==> config.mk <==
export PLATFORM = sky130hd
export DESIGN_NAME = sdr_rw_seq
export DESIGN_NICKNAME = d
export VERILOG_FILES = /design/src/rtl/sdr_rw_pkg.sv /design/src/rtl/sdr_cmd_enc.sv /design/src/rtl/sdr_wbeat_sel.sv /design/src/rtl/sdr_rd_capture.sv /design/src/rtl/sdr_rw_seq.sv
export SDC_FILE = /design/constraint.sdc
export NUM_CORES = 1
export LEC_CHECK = 0
export ABC_AREA = 1
export BUFFER_PORTS_ARGS = -buffer_cell sky130_fd_sc_hd__buf_2
export CELL_PAD_IN_SITES_DETAIL_PLACEMENT = 1
export CELL_PAD_IN_SITES_GLOBAL_PLACEMENT = 1
export CORE_MARGIN = 2
export CORE_UTILIZATION = 38
export DETAILED_ROUTE_END_ITERATION = 8
export GPL_ROUTABILITY_DRIVEN = 1
export PLACE_DENSITY_LB_ADDON = 0.1
export SYNTH_ARGS = -nofsm -noshare
export SYNTH_HDL_FRONTEND = slang
export SYNTH_SLANG_ARGS = --single-unit
==> constraint.sdc <==
create_clock -name clk -period 2.5 [get_ports clk]
set_input_delay 0.25 -clock clk [delete_from_list [all_inputs] [get_ports clk]]
set_output_delay 0.25 -clock clk [all_outputs]
set_load 0.05 [all_outputs]
==> src/rtl/sdr_rw_pkg.sv <==
package sdr_rw_pkg;
   localparam int BEATS  = 4;
   localparam int CL_MAX = 3;

   typedef enum logic [1:0] {
      CMD_NOP   = 2'd0,
      CMD_READ  = 2'd1,
      CMD_WRITE = 2'd2
   } sdr_cmd_e;

   typedef enum logic [1:0] {
      ST_IDLE = 2'd0,
      ST_RD   = 2'd1,
      ST_WR   = 2'd2
   } seq_st_e;
endpackage

==> src/rtl/sdr_cmd_enc.sv <==
module sdr_cmd_enc
   import sdr_rw_pkg::*;
(
   input  sdr_cmd_e cmd,
   output logic     cs_n,
   output logic     ras_n,
   output logic     cas_n,
   output logic     we_n
);
   always_comb begin
      cs_n  = 1'b0;
      ras_n = 1'b1;
      cas_n = 1'b1;
      we_n  = 1'b1;
      case (cmd)
         CMD_READ:  cas_n = 1'b0;
         CMD_WRITE: begin
            cas_n = 1'b0;
            we_n  = 1'b0;
         end
         default: ;
      endcase
   end
endmodule

==> src/rtl/sdr_wbeat_sel.sv <==
module sdr_wbeat_sel #(
   parameter int DW = 16,
   parameter int NB = 4,
   parameter int SW = $clog2(NB)
) (
   input  logic [NB*DW-1:0] burst,
   input  logic [SW-1:0]    sel,
   output logic [DW-1:0]    beat
);
   logic [DW-1:0] lanes [NB];

   for (genvar g = 0; g < NB; g++) begin : g_lane
      assign lanes[g] = burst[g*DW +: DW];
   end

   assign beat = lanes[sel];
endmodule

==> src/rtl/sdr_rd_capture.sv <==
module sdr_rd_capture #(
   parameter int DW = 16,
   parameter int IW = 2
) (
   input  logic          clk,
   input  logic          rst_n,
   input  logic          take,
   input  logic [IW-1:0] idx,
   input  logic [DW-1:0] din,
   output logic          vld,
   output logic [IW-1:0] vidx,
   output logic [DW-1:0] vdata
);
   always_ff @(posedge clk or negedge rst_n) begin
      if (!rst_n) begin
         vld   <= 1'b0;
         vidx  <= '0;
         vdata <= '0;
      end else begin
         vld <= take;
         if (take) begin
            vidx  <= idx;
            vdata <= din;
         end
      end
   end
endmodule

==> src/rtl/sdr_rw_seq.sv <==
module sdr_rw_seq
   import sdr_rw_pkg::*;
#(
   parameter int DW = 16,
   parameter int AW = 12
) (
   input  logic                 clk,
   input  logic                 rst_n,
   input  logic [1:0]           cas_lat,
   input  logic                 req_valid,
   input  logic                 req_write,
   input  logic [AW-1:0]        req_addr,
   input  logic [BEATS*DW-1:0]  req_wdata,
   output logic                 req_ready,
   output logic                 sd_cs_n,
   output logic                 sd_ras_n,
   output logic                 sd_cas_n,
   output logic                 sd_we_n,
   output logic [AW-1:0]        sd_addr,
   output logic                 sd_dqm,
   input  logic [DW-1:0]        dq_in,
   output logic [DW-1:0]        dq_out,
   output logic                 dq_oe,
   output logic                 rd_valid,
   output logic [1:0]           rd_beat,
   output logic [DW-1:0]        rd_data
);
   localparam int NB   = BEATS;
   localparam int BW   = $clog2(NB);
   localparam int KMAX = CL_MAX + NB;
   localparam int KW   = $clog2(KMAX + 1);

   if (DW < 1) begin : g_bad_dw
      $error("sdr_rw_seq: DW must be at least 1");
   end
   if (AW < 1) begin : g_bad_aw
      $error("sdr_rw_seq: AW must be at least 1");
   end
   if (BW != 2) begin : g_bad_nb
      $error("sdr_rw_seq: burst must be four beats");
   end

   seq_st_e          st;
   logic [KW-1:0]    k;
   logic [1:0]       cl_q;
   logic             pend;
   logic [AW-1:0]    rd_a, wr_a;
   logic [NB*DW-1:0] wr_d;
   logic [1:0]       icnt;
   logic [BW-1:0]    wb;
   logic             dqm_d1, dqm_d2;

   logic [KW-1:0]    cl_k, k_last, k_arm_max;
   logic [1:0]       cl_eff;
   logic             acc, go_now, beat_ok;
   logic [BW-1:0]    beat_idx;
   sdr_cmd_e         cmd;

   assign cl_k      = KW'(cl_q);
   assign k_last    = cl_k + KW'(NB);
   assign k_arm_max = cl_k + KW'(1);
   assign cl_eff    = (cas_lat == 2'd0) ? 2'd1 : cas_lat;

   always_comb begin
      req_ready = (st == ST_IDLE) ||
                  ((st == ST_RD) && !pend && req_write && (k < k_last));
      acc       = req_valid && req_ready;
      go_now    = (st == ST_RD) && pend && (icnt == 2'd0) && (k <= k_arm_max);
      sd_dqm    = go_now || (icnt != 2'd0);
      beat_ok   = (st == ST_RD) && (k >= cl_k) && (k <= cl_k + KW'(NB - 1)) && !dqm_d2;
      beat_idx  = BW'(k - cl_k);
      if ((st == ST_RD) && (k == '0))       cmd = CMD_READ;
      else if ((st == ST_WR) && (wb == '0)) cmd = CMD_WRITE;
      else                                  cmd = CMD_NOP;
      case (cmd)
         CMD_READ:  sd_addr = rd_a;
         CMD_WRITE: sd_addr = wr_a;
         default:   sd_addr = '0;
      endcase
      dq_oe = (st == ST_WR);
   end

   always_ff @(posedge clk or negedge rst_n) begin
      if (!rst_n) begin
         st     <= ST_IDLE;
         k      <= '0;
         cl_q   <= 2'd1;
         pend   <= 1'b0;
         rd_a   <= '0;
         wr_a   <= '0;
         wr_d   <= '0;
         icnt   <= 2'd0;
         wb     <= '0;
         dqm_d1 <= 1'b0;
         dqm_d2 <= 1'b0;
      end else begin
         dqm_d1 <= sd_dqm;
         dqm_d2 <= dqm_d1;
         case (st)
            ST_IDLE: begin
               if (acc) begin
                  if (req_write) begin
                     wr_a <= req_addr;
                     wr_d <= req_wdata;
                     wb   <= '0;
                     st   <= ST_WR;
                  end else begin
                     rd_a <= req_addr;
                     cl_q <= cl_eff;
                     k    <= '0;
                     st   <= ST_RD;
                  end
               end
            end
            ST_RD: begin
               k <= k + KW'(1);
               if (acc) begin
                  pend <= 1'b1;
                  wr_a <= req_addr;
                  wr_d <= req_wdata;
               end
               if (go_now) begin
                  icnt <= 2'd1;
               end else if (icnt == 2'd1) begin
                  icnt <= 2'd2;
               end else if (icnt == 2'd2) begin
                  icnt <= 2'd0;
                  pend <= 1'b0;
                  wb   <= '0;
                  st   <= ST_WR;
               end else if (k == k_last) begin
                  if (pend) begin
                     pend <= 1'b0;
                     wb   <= '0;
                     st   <= ST_WR;
                  end else begin
                     st <= ST_IDLE;
                  end
               end
            end
            ST_WR: begin
               wb <= wb + BW'(1);
               if (wb == BW'(NB - 1)) st <= ST_IDLE;
            end
            default: st <= ST_IDLE;
         endcase
      end
   end

   sdr_cmd_enc u_enc (
      .cmd   (cmd),
      .cs_n  (sd_cs_n),
      .ras_n (sd_ras_n),
      .cas_n (sd_cas_n),
      .we_n  (sd_we_n)
   );

   sdr_wbeat_sel #(.DW(DW), .NB(NB), .SW(BW)) u_wsel (
      .burst (wr_d),
      .sel   (wb),
      .beat  (dq_out)
   );

   sdr_rd_capture #(.DW(DW), .IW(BW)) u_cap (
      .clk   (clk),
      .rst_n (rst_n),
      .take  (beat_ok),
      .idx   (beat_idx),
      .din   (dq_in),
      .vld   (rd_valid),
      .vidx  (rd_beat),
      .vdata (rd_data)
   );
endmodule

## After elaboration in Yosys (flattened, before gate mapping)

Index checks and enable logic that the tools add are counted.

| cells by class | value |
|---|---|
| reductions and logical operators | 32 |
| shift-type cells | 0 |
| div/mod/pow operators | 0 |
| equal/unequal tests | 17 |
| muxes and demuxes | 46 |
| $lt $le $gt $ge | 5 |
| multiply operators | 0 |
| add/subtract/negate cells | 6 |
| bitwise gates (word level) | 2 |

Operator list:

| operator | count |
|---|---|
| $mux 64 | 3 |
| $pmux 64 s2 | 1 |
| $pmux 12 s2 | 2 |
| $mux 2 | 21 |
| $mux 12 | 3 |
| $bmux 16 s2 | 1 |
| $mux 16 | 2 |
| $logic_and 1x1->1 | 12 |
| $ne 2x2->1 const B | 6 |
| $pmux 2 s3 | 2 |
| $eq 2x2->1 const B | 4 |
| $logic_not 2->1 | 4 |
| $mux 1 | 8 |
| $reduce_and 7->1 | 1 |
| $eq 2x1->1 const B | 3 |
| $le 3x3->1 | 2 |
| $mux 3 | 2 |
| $pmux 3 s2 | 1 |
| $reduce_and 3->1 | 2 |
| $reduce_bool 3->1 | 2 |
| $reduce_and 5->1 | 1 |
| $reduce_and 4->1 | 1 |
| $reduce_bool 2->1 | 2 |
| $add 2x1->3 const B | 1 |
| other kinds (19) | 21 |

| storage, ports and cells | value |
|---|---|
| memory bits (read-only) | 0 |
| memories kept | 0 |
| flip-flop bits (word level) | 121 |
| RAM bits | 0 |
| input bits | 98 |
| latch bits | 0 |
| output and inout port bits | 54 |
| logic and storage cells | 122 |

## Logic depth before layout (Yosys ltp)

| depth | value |
|---|---|
| depth in word-level cells | 12 |
| gate-level depth with buffers | 13 |
| mapped depth without buffers | 11 |

## By module

Synthesis repeated with hierarchy kept, for this count alone.

| second synthesis, totals | value |
|---|---|
| cells, all modules | 804 |
| area, all modules | 6119.6 um2 |

By module, submodules not included:

| module | cells an instance | seq. area each (um2) | area each (um2) | instances |
|---|---|---|---|---|
| sdr_rw_seq | 532 | 2553.7 | 4535.6 | 1 |
| sdr_wbeat_sel | 188 | 0.0 | 805.8 | 1 |
| sdr_rd_capture | 77 | 475.5 | 735.7 | 1 |
| sdr_cmd_enc | 7 | 0.0 | 42.5 | 1 |

## Worst setup path after synthesis

OpenSTA, ideal clock, no wires.

| timing | value |
|---|---|
| path kind | reg2out |
| start | register st[1] |
| end | output port sd_addr[0] |
| path buffers | 1 |
| path slack | 0.158 ns |
| required time | 2.250 ns |
| arrival time | 2.092 ns |
| stages on the path, launching flop included | 7 |
| cell sequence | dfrtp_1 > inv_2 > nand2_2 > inv_1 > nand3_1 > clkbuf_1 > o21ai_0 |

| on the way | value |
|---|---|
| cells in the longest elaborated chain, start to end | 6 |
| elaborated cells on any way between the ends | 9 |
| classes of those cells | eq/ne: 4; mux: 3; reduce/logical: 2 |

RTL lines:

| element | line | text |
|---|---|---|
| start: declaration | sdr_rw_seq.sv:43 | `seq_st_e st;` |
| start signal: assignment | sdr_rw_seq.sv:85 | `st <= ST_IDLE;` |
| start signal: assignment | sdr_rw_seq.sv:106 | `st <= ST_WR;` |
| start signal: assignment | sdr_rw_seq.sv:111 | `st <= ST_RD;` |
| $eq 2x2->1 | sdr_rw_seq.sv:73 | `else if ((st == ST_WR) && (wb == '0)) cmd = CMD_WRITE;` |
| $logic_and 1x1->1 | sdr_rw_seq.sv:73 |  |
| $mux 2 | sdr_rw_seq.sv:73 |  |
| $mux 2 * | sdr_rw_seq.sv:72 | `if ((st == ST_RD) && (k == '0)) cmd = CMD_READ;` |
| $eq 2x2->1 or $eq 2x1->1 (tied branches) | sdr_rw_seq.sv:75 | `case (cmd)` |
| $pmux 12 s2 * | sdr_rw_seq.sv:75 |  |
| end: declaration | sdr_rw_seq.sv:19 | `output logic [AW-1:0] sd_addr,` |

Every way passes the cells marked *; elsewhere a longest branch is shown, timed or not.

## Worst setup path after layout

| timing | value |
|---|---|
| start | register cl_q[0] |
| end | output port sd_dqm |

| on the way | value |
|---|---|
| cells in the longest elaborated chain, start to end | 4 |

RTL lines:

| element | line | text |
|---|---|---|
| start: declaration | sdr_rw_seq.sv:45 | `logic [1:0] cl_q;` |
| start signal: assignment | sdr_rw_seq.sv:109 | `cl_q <= cl_eff;` |
| $add 2x1->3 | sdr_rw_seq.sv:61 | `assign k_arm_max = cl_k + KW'(1);` |
| $le 3x3->1 | sdr_rw_seq.sv:68 | `go_now = (st == ST_RD) && pend && (icnt == 2'd0) && (k <= k_arm_max);` |
| $logic_and 1x1->1 | sdr_rw_seq.sv:68 |  |
| $logic_or 1x1->1 | sdr_rw_seq.sv:69 | `sd_dqm = go_now \|\| (icnt != 2'd0);` |
| end: declaration | sdr_rw_seq.sv:20 | `output logic sd_dqm,` |

No other way between the ends.

==> impl_metrics.yaml <==
synthesis:
  ys_seq_area_share_pct: 52.92
  syn_avg_cell_area_um2: 8.074
  synth_compound_area_share_pct: 8.284
  synth.mux.area_fraction_pct: 0
  synth_nets: 820
  yosys.area_share.xor_xnor_pct: 0.3060
  synth_area_um2: 5724
  synthAdderAreaFrac_pct: 2.842
  synth_top_family_by_area: "simple AND/OR/NAND/NOR gates"
  yosysWarningCount: 0
  synth-simple-area-share_pct: 28.87
  synth.distinct_cells: 26
  ys_ff_latch: 121
  netlist.top_cell.by_area: "dfrtp_1"
  syn_inst: 709
  synth_top_area_share_pct: 52.46
  synth_area_leaders: "dfrtp_1 (52%), nand2_1 (16%), nand3_1 (8.7%), o21ai_0 (4.5%), nor2_1 (3.5%)"
route:
  dr.first_iter.drc_count: 202
  vias: 5287
  postRouteAntennaNets: 0
  route.detailed.vias_per_inst: 5.045
  firstDrtPassIters: 4
  post-route-drc-count: 0
  wl_um: 17290
  drt-wirelength-per-cell_um: 16.50
cells_and_area:
  drive_above_1_share_pct: 24.19
  area_growth_pct: 27.50
  layout.nets: 962
  regArea_um2: 3029
  final_common_cell: "nand2_1"
  antenna_cells: 0
  fill_cells: 1824
  multi_input_area_um2: 2365
  finish.utilization_pct: 49.84
  layout_common_cells: "nand2_1 (238), buf_2 (147), dfrtp_1 (120)"
pwr:
  p_per_area_nw_per_um2: 1682
  vdd_drop_max_v: 0.0006528
  power_w: 0.01228
  p_leak_nw: 3.952
critical_path:
  path_max_fanout: 3
  endpoint_kind: "output port"
  reg2reg_to: "wr_a[11]$_DFFE_PN0P_"
  reg2regPathDepth: 10
  crit_path_start: "cl_q[0]$_DFFE_PN1P_"
  crit_path_start_kind: "flop"
  required_ns: 2.25
  r2r-start: "k[1]$_DFFE_PN0P_"
  worstPathArrival_ns: 2.14
  endpoint: "sd_dqm"
  r2r_setup_slack_ns: 0.37
  critPathKind: "reg2out"
sta:
  hold_viol: 0
  post-route-period-util_pct: 95.71
  fin_setup_tns_ns: 0
  tightest_slew_ns: 0.7051
  max_slew_margin_pct: 52.99
  clock_skew_ns: 0.007439
  worst_slack_ns: 0.1073
  hold-worst-slack_ns: 0.02671
  rsz0062_at_grt: "true"
  maxSlewViolCount: 0
  min_period_ns: 2.393
  setup_viol: 0
  max_freq_mhz: 417.9
floorplan:
  die_x_um: 126.7
  row_count: 44
  initial_core_util_pct: 39.09
  die_area_um2: 16060
  die_h_um: 126.7
  core_area_um2: 14640
  num_io_pins: 152
grt:
  antenna_found_initial: 1
  met3_usage_pct: 4.639
  busiest_layer: "met2"
  grt_use_met2_pct: 38.89
  grt_pass1_wl_um: 28250
  grt_max_degree: 77
  grt_usage_pct: 22.32
  grt_pass1_vias: 5655
  use_met1_pct: 28.15
  grt.overflow.total: 0
place:
  gp_congestion: 0.7973
  dp_slack_ns: 0.2970
  dp_hpwl_um: 11820
  port_buffers: 149
clock_network:
  clock_sinks: 121
  numCtsBuffers: 17
  clockBufferDepth: 2
  cts_root_buf: "clkbuf_16"
  insertion_delay_ns: 0.42
  cts_tree: "yes"
  htree_levels: 4
  path_clk_slew_ns: 0.05
job:
  max_cap_violations: 0
hold_path:
  hold_class: "in2reg"
  min_delay_path_depth: 3
outcome:
  status: "complete, no violations"
stage by stage:
stage | cells | instance area (µm²)
global placement | 1014 | 6629
CTS | 1047 | 7272
global route | 1048 | 7298
floorplan | 709 | 5724
finish | 1048 | 7298
detailed placement | 1014 | 6629
what timing repair did:
action	4_1_cts	5_1_grt
setup buffers	0	1
setup endpoints to repair	13	4
hold endpoints to repair	50	0
resized for setup	6	5
hold buffers	1	0
pin swaps	0	1
flip-flops by register name (all words and copies together) (netlist names), 2 cells and up:
signal       cells
cl_q             2
u_cap.vidx       2
wr_d            64
u_cap.vdata     16
icnt             2
wb               2
k                3
wr_a            12
rd_a            12
st               2
routing by layer:
layer	vias to the layer above	wire length [µm]
li1	2572	-
met1	2581	7788
met2	116	8609
met3	16	679
met4	2	203
met5	-	9
worst min-delay path by stage:
| stage | to | start |
|---|---|---|
| 6_report | u_cap.vdata[15]$_DFFE_PN0P_ | dq_in[15] |
| 5_1_grt | u_cap.vdata[15]$_DFFE_PN0P_ | dq_in[15] |
| 3_3_place_gp | u_cap.vidx[1]$_DFFE_PN0P_ | rst_n |
| 2_1_floorplan | cl_q[1]$_DFFE_PN0P_ | rst_n |
| 3_5_place_dp | dqm_d1$_DFF_PN0_ | rst_n |
| 4_1_cts | u_cap.vdata[5]$_DFFE_PN0P_ | dq_in[5] |
report_power, final:
part | leakage [nW] | internal (W) | switching [W]
Clock | 0.290 | 0.00159 | 0.000895
Combinational | 2.19 | 0.00173 | 0.00460
Sequential | 1.47 | 0.00293 | 0.000535
critical path: stages, from the launching register on:
cell and delay, ns:
dfstp_2 0.57, inv_4 0.06, ha_4 0.25, ha_4 0.28, inv_1 0.05, nand3_1 0.07
nand2_1 0.05, nand2_1 0.08, nand3_2 0.08, nand2_2 0.10, buf_8 0.15
synthesized netlist by cell type, drive strengths merged:
master,instances
a21oi,20
and2,2
buf,31
clkbuf,12
conb,2
dfrtp,120
dfstp,1
ha,13
inv,37
nand2,242
nand3,100
nand3b,1
nor2,54
nor3,1
o21ai,52
o21bai,1
o22ai,17
or2,1
xnor2,1
xor2,1
cell type report:
| type | instances | share of cell area, % |
|---|---|---|
| inverter | 37 | 1.937 |
| sequential | 121 | 41.51 |
| clock buffer | 20 | 6.120 |
| tap | 184 | 3.154 |
| timing repair buffer | 166 | 12.86 |
| multi-input combinational | 508 | 32.40 |
| clock inverter | 12 | 2.023 |
kinds of logic after synthesis:
family,after synthesis
and+or+nand+nor,401
DFF,121
AOI/OAI and AO/OA,90
buffers and inverters,80
adders and majority gates,13
xor gates and xnor gates,2
other,2
Note: power is estimated with default switching activity, not from simulation.
